===== src/rtl/pmc_pkg.sv =====
package pmc_pkg;
  localparam int unsigned ADR_MODE   = 'h00;
  localparam int unsigned ADR_MKEY   = 'h04;
  localparam int unsigned ADR_LKEY   = 'h08;
  localparam int unsigned ADR_LCLK   = 'h0C;
  localparam int unsigned ADR_LCFG   = 'h10;
  localparam int unsigned ADR_STATUS = 'h14;

  localparam logic [31:0] MODE_KEY_VAL = 32'h0000_4859;
  localparam logic [31:0] LP_KEY_VAL   = 32'h000C_59D6;

  localparam logic [1:0] MODE_ACTIVE = 2'd1;
  localparam logic [1:0] MODE_HIB    = 2'd2;
  localparam logic [1:0] MODE_SHDN   = 2'd3;

  typedef enum logic [1:0] {
    ST_ACTIVE = 2'd0,
    ST_HIB    = 2'd1,
    ST_SHDN   = 2'd2
  } pmc_state_e;

  typedef struct packed {
    logic       ram_ret;
    logic       adc_ret;
    logic [1:0] mode;
  } mode_reg_t;

  localparam mode_reg_t MODE_RST = '{ram_ret: 1'b0, adc_ret: 1'b0, mode: MODE_ACTIVE};
endpackage


===== src/rtl/pmc_key_gate.sv =====
module pmc_key_gate #(
  parameter int unsigned DATA_W  = 32,
  parameter logic [DATA_W-1:0] KEY_VAL = '0
) (
  input  logic              clk_i,
  input  logic              rst_ni,
  input  logic              we_i,
  input  logic              key_sel_i,
  input  logic              tgt_sel_i,
  input  logic [DATA_W-1:0] wdata_i,
  output logic              accept_o,
  output logic              block_o
);
  logic unlocked_q;

  // every write re-arms the gate; only the exact key opens it
  always_ff @(posedge clk_i or negedge rst_ni) begin
    if (!rst_ni)   unlocked_q <= 1'b0;
    else if (we_i) unlocked_q <= key_sel_i && (wdata_i == KEY_VAL);
  end

  assign accept_o = we_i && tgt_sel_i && unlocked_q;
  assign block_o  = we_i && tgt_sel_i && !unlocked_q;

  assert_one_shot_R3: assert property (@(posedge clk_i) disable iff (!rst_ni)
    accept_o |=> !accept_o);
endmodule


===== src/rtl/pmc_state_trk.sv =====
module pmc_state_trk
  import pmc_pkg::*;
(
  input  logic       clk_i,
  input  logic       rst_ni,
  input  logic [1:0] mode_i,
  output pmc_state_e state_o
);
  pmc_state_e state_d, state_q;

  always_comb begin
    case (mode_i)
      MODE_HIB:  state_d = ST_HIB;
      MODE_SHDN: state_d = ST_SHDN;
      default:   state_d = ST_ACTIVE;
    endcase
  end

  always_ff @(posedge clk_i or negedge rst_ni) begin
    if (!rst_ni) state_q <= ST_ACTIVE;
    else         state_q <= state_d;
  end

  assign state_o = state_q;

  assert_hib_follow_R7: assert property (@(posedge clk_i) disable iff (!rst_ni)
    (mode_i == MODE_HIB) |=> (state_o == ST_HIB));
  assert_shdn_follow_R7: assert property (@(posedge clk_i) disable iff (!rst_ni)
    (mode_i == MODE_SHDN) |=> (state_o == ST_SHDN));
endmodule


===== src/rtl/pmc_out_map.sv =====
module pmc_out_map
  import pmc_pkg::*;
#(
  parameter int unsigned LP_W = 16
) (
  input  pmc_state_e      state_i,
  input  mode_reg_t       mode_i,
  input  logic [LP_W-1:0] lp_cfg_i,
  input  logic            lp_clk_en_i,
  input  logic            seq_lf_req_i,
  output logic            hs_clk_gate_o,
  output logic            adc_sw_on_o,
  output logic            ram_ret_o,
  output logic [LP_W-1:0] lp_pd_o,
  output logic            sys_clk_lf_o
);
  logic low_pwr;
  logic shdn;

  assign low_pwr       = (state_i != ST_ACTIVE);
  assign shdn          = (state_i == ST_SHDN);
  assign hs_clk_gate_o = low_pwr;
  assign ram_ret_o     = low_pwr && mode_i.ram_ret;
  assign adc_sw_on_o   = !low_pwr || mode_i.adc_ret;
  assign sys_clk_lf_o  = low_pwr || (lp_clk_en_i && seq_lf_req_i);

  for (genvar b = 0; b < LP_W; b++) begin : g_pd
    assign lp_pd_o[b] = shdn || lp_cfg_i[b];
  end
endmodule


===== src/rtl/pwr_mode_ctrl.sv =====
module pwr_mode_ctrl
  import pmc_pkg::*;
#(
  parameter int unsigned ADDR_W = 8,
  parameter int unsigned LP_W   = 16
) (
  input  logic              clk_i,
  input  logic              rst_ni,
  input  logic [ADDR_W-1:0] addr_i,
  input  logic [31:0]       wdata_i,
  input  logic              we_i,
  output logic [31:0]       rdata_o,
  input  logic              wake_i,
  input  logic              seq_lf_req_i,
  output logic              hs_clk_gate_o,
  output logic              adc_sw_on_o,
  output logic              ram_ret_o,
  output logic [LP_W-1:0]   lp_pd_o,
  output logic              sys_clk_lf_o
);
  localparam int unsigned ERR_W = 2;

  logic sel_mode, sel_mkey, sel_lkey, sel_lclk, sel_lcfg, sel_stat;
  assign sel_mode = (addr_i == ADDR_W'(ADR_MODE));
  assign sel_mkey = (addr_i == ADDR_W'(ADR_MKEY));
  assign sel_lkey = (addr_i == ADDR_W'(ADR_LKEY));
  assign sel_lclk = (addr_i == ADDR_W'(ADR_LCLK));
  assign sel_lcfg = (addr_i == ADDR_W'(ADR_LCFG));
  assign sel_stat = (addr_i == ADDR_W'(ADR_STATUS));

  logic mode_acc, mode_blk, lp_acc, lp_blk;

  pmc_key_gate #(.DATA_W(32), .KEY_VAL(MODE_KEY_VAL)) u_mode_gate (
    .clk_i     (clk_i),
    .rst_ni    (rst_ni),
    .we_i      (we_i),
    .key_sel_i (sel_mkey),
    .tgt_sel_i (sel_mode),
    .wdata_i   (wdata_i),
    .accept_o  (mode_acc),
    .block_o   (mode_blk)
  );

  pmc_key_gate #(.DATA_W(32), .KEY_VAL(LP_KEY_VAL)) u_lp_gate (
    .clk_i     (clk_i),
    .rst_ni    (rst_ni),
    .we_i      (we_i),
    .key_sel_i (sel_lkey),
    .tgt_sel_i (sel_lclk || sel_lcfg),
    .wdata_i   (wdata_i),
    .accept_o  (lp_acc),
    .block_o   (lp_blk)
  );

  mode_reg_t       mode_q;
  logic [LP_W-1:0] lp_cfg_q;
  logic            lp_clk_q;
  logic [ERR_W-1:0] err_q, err_clr, err_set;
  pmc_state_e      state;
  logic            wake_hit;

  assign wake_hit = wake_i && (state != ST_ACTIVE);

  // an accepted bus write takes priority over a wake in the same cycle
  always_ff @(posedge clk_i or negedge rst_ni) begin
    if (!rst_ni) begin
      mode_q <= MODE_RST;
    end else if (mode_acc) begin
      mode_q.ram_ret <= wdata_i[15];
      mode_q.adc_ret <= wdata_i[14];
      mode_q.mode    <= wdata_i[1:0];
    end else if (wake_hit) begin
      mode_q.mode <= MODE_ACTIVE;
    end
  end

  always_ff @(posedge clk_i or negedge rst_ni) begin
    if (!rst_ni) begin
      lp_cfg_q <= '0;
      lp_clk_q <= 1'b0;
    end else if (lp_acc) begin
      if (sel_lcfg) lp_cfg_q <= wdata_i[LP_W-1:0];
      if (sel_lclk) lp_clk_q <= wdata_i[0];
    end
  end

  assign err_clr = (we_i && sel_stat) ? wdata_i[ERR_W-1:0] : '0;
  assign err_set = {lp_blk, mode_blk};

  always_ff @(posedge clk_i or negedge rst_ni) begin
    if (!rst_ni) err_q <= '0;
    else         err_q <= (err_q & ~err_clr) | err_set;
  end

  pmc_state_trk u_state (
    .clk_i   (clk_i),
    .rst_ni  (rst_ni),
    .mode_i  (mode_q.mode),
    .state_o (state)
  );

  pmc_out_map #(.LP_W(LP_W)) u_out (
    .state_i       (state),
    .mode_i        (mode_q),
    .lp_cfg_i      (lp_cfg_q),
    .lp_clk_en_i   (lp_clk_q),
    .seq_lf_req_i  (seq_lf_req_i),
    .hs_clk_gate_o (hs_clk_gate_o),
    .adc_sw_on_o   (adc_sw_on_o),
    .ram_ret_o     (ram_ret_o),
    .lp_pd_o       (lp_pd_o),
    .sys_clk_lf_o  (sys_clk_lf_o)
  );

  always_comb begin
    rdata_o = '0;
    if (sel_mode) begin
      rdata_o[15]  = mode_q.ram_ret;
      rdata_o[14]  = mode_q.adc_ret;
      rdata_o[1:0] = mode_q.mode;
    end
    if (sel_lcfg) rdata_o[LP_W-1:0] = lp_cfg_q;
    if (sel_lclk) rdata_o[0] = lp_clk_q;
    if (sel_stat) begin
      rdata_o[ERR_W-1:0] = err_q;
      rdata_o[5:4]       = state;
    end
  end

  assert_blocked_hold_R2: assert property (@(posedge clk_i) disable iff (!rst_ni)
    (mode_blk && !wake_hit) |=> (mode_q == $past(mode_q)));
  assert_lp_blocked_hold_R5: assert property (@(posedge clk_i) disable iff (!rst_ni)
    lp_blk |=> ((lp_cfg_q == $past(lp_cfg_q)) && (lp_clk_q == $past(lp_clk_q))));
  assert_err_sticky_R13: assert property (@(posedge clk_i) disable iff (!rst_ni)
    (err_q[0] && !err_clr[0]) |=> err_q[0]);
  assert_wake_R12: assert property (@(posedge clk_i) disable iff (!rst_ni)
    (wake_hit && !mode_acc) |=> (mode_q.mode == MODE_ACTIVE));
endmodule


===== config.mk =====
export PLATFORM = sky130hd
export DESIGN_NAME = pwr_mode_ctrl
export DESIGN_NICKNAME = d
export VERILOG_FILES = /design/src/rtl/pmc_pkg.sv /design/src/rtl/pmc_key_gate.sv /design/src/rtl/pmc_state_trk.sv /design/src/rtl/pmc_out_map.sv /design/src/rtl/pwr_mode_ctrl.sv
export SDC_FILE = /design/constraint.sdc
export NUM_CORES = 1
export LEC_CHECK = 0
export ABC_AREA = 1
export BUFFER_PORTS_ARGS = -buffer_cell sky130_fd_sc_hd__buf_2
export CORE_UTILIZATION = 28
export CTS_BUF_LIST = sky130_fd_sc_hd__clkbuf_8
export DETAILED_ROUTE_END_ITERATION = 6
export PLACE_DENSITY = 0.52
export SKIP_CTS_REPAIR_TIMING = 1
export SYNTH_ARGS = -nofsm -noshare
export SYNTH_HDL_FRONTEND = slang
export SYNTH_SLANG_ARGS = --single-unit

===== constraint.sdc =====
create_clock -name clk_i -period 0.9 [get_ports clk_i]
set_clock_uncertainty 0.05 [all_clocks]
set_input_delay 0.045 -clock clk_i [delete_from_list [all_inputs] [get_ports clk_i]]
set_output_delay 0.045 -clock clk_i [all_outputs]
set_load 0.01 [all_outputs]

==> results by group, run 1 <==
Timing
  • # setup viols final: 55
  • PnR worst setup slack: -0.3569 ns
  • RSZ-0062 raised after global routing: true
  • Tmin final: 1.257 ns
  • Final setup TNS: -10.86 ns
  • Min Hold Slack: 0.003073 ns
  • Hold Fails Final Rpt: 0
  • Max-slew violation count: 0
  • FMAX: 795.6 MHz
  • Final worst-path cycle share: 1.397

Setup path
  • Crit path kind: reg -> out
  • WP data required: 0.81 ns
  • Crit-path max FO: 16
  • Critical path arrival: 1.16 ns
  • Kind of capture point of the worst setup path: primary output
  • Critical Path Source Type: flop

Drt
  • Total wire length: 5267 um
  • DRT iter0 DRCs: 73
  • Wire per inst: 11.18 um
  • Pre-antenna DRT Iters: 7
  • Post-DR vias/cell: 4.253
  • Residual DRC: 8
  • Final ANT Viol Nets: 0
  • Vias after detailed routing: 2,003

Synthesis
  • Syn_area_per_cell: 7.130 um2
  • #FFs+latches synth: 27
  • Synthesis Warnings: 0
  • Ys async rst share: 1.000
  • Post-synth EDFFs: 0
  • Cell variety after synth: 29
  • Yosys top cell by area: dfrtp_1
  • Synth top area share: 0.3392
  • Mapped Area: 1918 um2
  • Most frequent cell after synthesis: nand2_1
  • Synth cell count leaders: nand2_1 (56), inv_1 (45), nor2_1 (38), dfrtp_1 (26), buf_4 (16)
  • Sequential fraction of the synthesis area: 0.3529
  • Mapped Cells: 269
  • Top cells by area, synth: dfrtp_1 (34%), nand2_1 (11%), inv_1 (8.8%), nor2_1 (7.4%), buf_4 (6.3%)
  • Top FF cell, synth: dfrtp_1

Cells and area
  • N_diodes: 0
  • Fillers: 677
  • Final core occ: 0.4683
  • Share of layout cells above drive strength 1: 0.5635
  • Area delta synth->final: 58.58%
  • Non-Filler Instances: 471
  • Nets: 440
  • Design Area, Final: 3042 um2

Clock network
  • Clk Latency, worst-skew pair: 0.27 ns
  • Clock Pin Slew Worst Setup and Hold Paths: 0.10 ns
  • H-tree levels: 1
  • Bufs on Longest Clock Path: 2
  • Root Driver: clkbuf_8
  • TritonCTS clock tree: yes
  • CTS sink cnt: 27
  • CTS buffer count: 3

Power
  • Design Power: 2.526 mW
  • Leak pwr: 1.620 nW
  • Maximum VDD drop: 0.5113 mV
  • PD cells: 830.4 nW/um2

Status
  • Violated checks: design-rule violations, negative setup slack
  • Status: complete, but fails checks

GRT
  • Vias in the first global route: 1,832
  • Overflow after GRT: 0
  • Largest net degree at the start of global routing: 28
  • Initial antenna violation count: 0
  • First-pass GRT wire length: 8424 um
  • Tot GR Track Use: 0.1462

Floorplanning
  • Core area: 6495 um2
  • I/O pins: 97
  • Starting Density: 0.2953
  • Chip width: 84.77 um
  • Die area: 7185 um2
  • Die Y: 84.77 um
  • Num rows: 29

Place
  • Pre-CTS setup slack: -0.3413 ns
  • Buffers on Ports: 80
  • GPL Wtd Cong: 0.8136
  • Placement Cell Area: 2651 um2
  • Placed insts: 454
  • DP HPWL: 4221 um

Min path
  • Hold crit path type: in -> reg

Flow run
  • Max-Cap Viols: 0
## report_power, final
| group | internal, mW | switching (mW) | total, mW |
|---|---|---|---|
| Sequential | 1.23 | 0.0132 | 1.25 |
| Combinational | 0.259 | 0.316 | 0.575 |
| Clock | 0.306 | 0.397 | 0.703 |
| Total | 1.80 | 0.726 | 2.53 |
## worst max-delay path, stage by stage, from the launching register on
cell and delay, ns:
dfrtp_1 0.42, inv_1 0.08, nand2_2 0.06, buf_12 0.15, nand2_1 0.05, buf_2 0.12
## cells in the final DEF (no fill, tap or decap)
cell / Yosys / final
nand3_1: 9 / 5
o21ai_1: 4 / 7
o22ai_1: 3 / 1
buf_12: 0 / 7
o22ai_2: 0 / 1
dfstp_2: 1 / 1
nand3_4: 1 / 2
conb_1: 1 / 16
buf_2: 2 / 71
o211ai_1: 1 / 1
inv_1: 45 / 26
nor2_4: 5 / 14
or2_2: 1 / 1
nand2_2: 11 / 16
clkbuf_8: 0 / 3
nand3_2: 1 / 4
dlygate4sd3_1: 0 / 2
a21oi_2: 5 / 5
nor3_2: 0 / 1
inv_2: 4 / 23
o22ai_4: 0 / 1
nor2_1: 38 / 27
nand2_1: 56 / 47
nand2_4: 1 / 5
inv_4: 1 / 2
buf_8: 0 / 1
buf_4: 16 / 39
buf_6: 3 / 8
o21ai_2: 11 / 12
nand4_1: 7 / 7
dfrtp_1: 26 / 26
o2111ai_2: 0 / 1
nor2_2: 2 / 4
nor3_1: 8 / 7
## state kept, by name, indices dropped and copies added (netlist names)
name / count
mode_q: 4
u_state.state_o: 2
u_mode_gate.unlocked_q: 1
lp_cfg_q: 16
u_lp_gate.unlocked_q: 1
lp_clk_q: 1
err_q: 2
## cell families (layout without fill, tap and decap cells)
group                  after synthesis  in the layout  share of synthesized area
other                                1             16                   0.001955
AND/OR/NAND/NOR                    140            140                     0.3464
flip-flops                          27             27                     0.3529
buffers and inverters               72            182                     0.1866
AO/OA/AOI/OAI                       29             29                     0.1122
## routing by layer
layer,up-vias,share of wire,track usage
met5,-,0,0
met4,0,0.0099,0.02773
met3,6,0.050,0.02655
met2,65,0.48,0.2350
met1,892,0.46,0.2066
li1,1040,-,-
## path summary, 6_finish.rpt
check,slack [ns],cells after the start,start,end
setup / recovery,-0.36,5,u_state.state_o[0],lp_pd_o[10]
hold / removal,0.003,3,wdata_i[11],lp_cfg_q[11]
setup reg to reg,-0.12,4,u_lp_gate.unlocked_q,lp_cfg_q[3]
hold reg to reg,0.44,2,lp_cfg_q[4],lp_cfg_q[4]
max in group asynchronous,0.38,3,rst_ni,mode_q[0]
min in group asynchronous,0.19,3,rst_ni,lp_cfg_q[3]
## final cells by class
| cell class | count | area (um2) | share of cell area |
|---|---|---|---|
| Clock inverter | 1 | 3.754 | 0.001234 |
| Sequential cell | 27 | 676.9 | 0.2225 |
| Timing Repair Buffer | 128 | 913.4 | 0.3003 |
| Multi-Input combinational cell | 185 | 1117 | 0.3673 |
| Tap cell | 77 | 96.34 | 0.03167 |
| Inverter | 50 | 192.7 | 0.06335 |
| Clock buffer | 3 | 41.29 | 0.01357 |
No activity file was read; power rests on OpenSTA's default activity.
==> run 2: changes to the inputs <==
Settings changed: PLACE_DENSITY 0.52 to 0.49, SYNTH_HIERARCHICAL set to 1.
Clock period 0.9 ns to 1.2 ns, I/O delays scaled along.
==> run 2 against run 1 <==
The flow finishes with violations (negative hold slack, negative setup slack). Via count rose by 1.9%. Synthesized area rose by 3.1%. Global-route usage fell by 0.96 points. Utilization fell by 2.7 points. Combinational power fell by 50%. Sequential share of layout area rose by 0.40 points. Die area rose by 3.0%. Critical endpoint unchanged. Non-clock buffer count fell by 18. Largest cell class unchanged. Critical path depth fell by 1. Clock power fell by 29%. Wire length rose by 4.0%.
==> results by group, run 2 <==
Power
  • PD cells: 570.0 nW/um2
  • Design Power: 1.709 mW
  • Maximum VDD drop: 0.3868 mV
  • Leak pwr: 1.790 nW

Synthesis
  • Mux contribution to synthesized area: 0
  • Top cells by area, synth: dfrtp_1 (33%), nand2_1 (15%), inv_1 (14%), nor2_1 (9.1%), buf_4 (6.5%)
  • Mapped Cells: 308
  • Main combinational cell family by area after synthesis: simple AND/OR/NAND/NOR gates
  • Synth top area share: 0.3291
  • Top FF cell, synth: dfrtp_1
  • Most frequent cell after synthesis: nand2_1
  • Simple-gate portion of the synthesized area: 0.3430
  • #FFs+latches synth: 27
  • Post-synth EDFFs: 0
  • Synth cell count leaders: nand2_1 (79), inv_1 (73), nor2_1 (48), dfrtp_1 (26), buf_4 (17)
  • Synthesis Warnings: 6
  • Ys async rst share: 1.000
  • Syn_area_per_cell: 6.418 um2
  • Synth Area in XOR/XNOR: 0
  • Mapped Area: 1977 um2
  • Yosys top cell by area: dfrtp_1
  • Cell variety after synth: 31
  • Sequential fraction of the synthesis area: 0.3424
  • Post-Synth Adder-Cell Area: 0
  • Compound-Gate Fraction of Synth Area: 0.08797

Setup path
  • Critical path arrival: 1.16 ns
  • Critical path depth: 4
  • Most frequent CP cell: buf_6
  • Kind of capture point of the worst setup path: primary output
  • Top delay family on crit path: flip-flops
  • Slowest cell on crit path: dfrtp_2
  • Crit-path max FO: 8
  • Buf/Inv on CP: 2
  • Critical-path cell list: buf_6 -> nand2_8 -> nand2_2 -> buf_6
  • Critical Path Source Type: flop
  • WP data required: 1.09 ns
  • Slowest stage delay, CP: 0.46 ns
  • Worst Reg-to-Reg Cells: 6
  • Crit path kind: reg -> out

Clock network
  • CTS sink cnt: 27
  • H-tree levels: 1
  • Root Driver: clkbuf_8
  • CTS buffer count: 3
  • Bufs on Longest Clock Path: 2
  • Clock Pin Slew Worst Setup and Hold Paths: 0.09 ns
  • TritonCTS clock tree: yes
  • Clk Latency, worst-skew pair: 0.27 ns

GRT
  • Grt peak-use layer: met2
  • Met1 usage: 0.1875
  • Initial antenna violation count: 0
  • Largest net degree at the start of global routing: 28
  • Tot GR Track Use: 0.1366
  • Overflow after GRT: 0
  • Vias in the first global route: 1,742
  • GR Util met3: 0.01444
  • First-pass GRT wire length: 7955 um
  • GR Util met2: 0.2302

Cells and area
  • Most frequent cells in the layout: buf_2 (69), inv_1 (64), nand2_1 (59), nor2_1 (42), dfrtp_1 (24)
  • Share of layout cells above drive strength 1: 0.4053
  • Largest registers: lp_cfg_q x16, mode_q x4
  • Nets: 463
  • Max reg flops: 16
  • Largest Register: lp_cfg_q
  • Non-Filler Instances: 513
  • Most common cell after layout, fill and taps aside: buf_2
  • N_diodes: 0
  • Area delta synth->final: 51.71%
  • Final core occ: 0.4414
  • Fillers: 740

Place
  • Buffers on Ports: 80
  • Placed insts: 494
  • GPL Wtd Cong: 0.7945
  • DP HPWL: 4183 um

Floorplanning
  • Num rows: 30
  • Die area: 7400 um2
  • Chip width: 86.03 um
  • I/O pins: 97
  • Die Y: 86.03 um
  • Core area: 6794 um2
  • Starting Density: 0.2910

Min path
  • Hold Path Cell Cnt: 3
  • Hold crit path type: in -> reg

Timing
  • Max-slew violation count: 0
  • # setup viols final: 29
  • Slew @ Worst Pin: 0.6145 ns
  • Hold Fails Final Rpt: 2
  • Final worst-path cycle share: 1.058
  • PnR worst setup slack: -0.06938 ns
  • RSZ-0062 raised after global routing: true
  • FMAX: 787.8 MHz
  • Tmin final: 1.269 ns
  • Min Hold Slack: -0.007942 ns
  • Worst slew margin: 0.5903

Drt
  • DRT iter0 DRCs: 68
  • Pre-antenna DRT Iters: 4
  • Residual DRC: 0
  • Vias after detailed routing: 2,041
  • Final ANT Viol Nets: 0
  • Total wire length: 5476 um
  • Wire per inst: 10.67 um
  • Post-DR vias/cell: 3.979

Status
  • Violated checks: negative hold slack, negative setup slack
  • Status: complete, but fails checks

Flow run
  • Max-Cap Viols: 0
run 2: final cells by class:
cell class              instances  area [um2]  share of cell area
repair buffers                110       775.7              0.2587
clock buffers                   3       41.29             0.01377
well taps                      96       120.1             0.04005
inverters                      74       302.8              0.1010
clock inverters                 1       3.754            0.001252
multi-input cells             202        1076              0.3588
flip-flops and latches         27       679.4              0.2265
run 2: power by group:
part           switching [mW]  internal [mW]  total, mW
combinational           0.171          0.115      0.286
clock                   0.272          0.229      0.501
sequential            0.00475          0.917      0.922
run 2: worst register-to-register path, delay by kind of cell, from the launching register on:
kind                   cells  cell delay, ns
buffers and inverters      3            0.32
AO/OA/AOI/OAI              1            0.05
flip-flops                 1            0.40
AND/OR/NAND/NOR            2            0.30
run 2: cell families (layout without fill, tap and decap cells):
kind of cell	Yosys count	count (layout)
AND/OR/NAND/NOR	157	158
buffers and inverters	95	188
AO/OA/AOI/OAI	28	28
flip-flops	27	27
other	1	16
run 2: layer usage:
| metal | vias up | part of all wire |
|---|---|---|
| li1 | 1099 | - |
| met1 | 881 | 0.46 |
| met2 | 59 | 0.50 |
| met3 | 2 | 0.035 |
| met4 | 0 | 0.0053 |
| met5 | - | 0 |
run 2: path summary, 6_finish.rpt:
check | from | endpoint | slack (ns)
max in group asynchronous | rst_ni | u_state/state_o[1] | 0.37
min in group asynchronous | rst_ni | lp_cfg_q[12] | 0.28
max reg2reg | u_lp_gate/unlocked_q | lp_cfg_q[11] | -0.02
min | wdata_i[6] | lp_cfg_q[6] | -0.008
max | u_state/state_o[1] | lp_pd_o[10] | -0.07
min reg2reg | err_q[1] | err_q[1] | 0.44
run 2: through the flow:
step | instance area [um2] | TNS [ns] | worst slack (ns)
after global routing | 2999 | -3.252 | -0.1173
after detailed placement | 2565 | -4.729 | -0.2581
after floorplan | 2076 | -2.466 | -0.1665
after CTS | 2610 | -1.070 | -0.08373
after global placement | 2565 | -4.134 | -0.2148
final | 2999 | -0.9838 | -0.06938
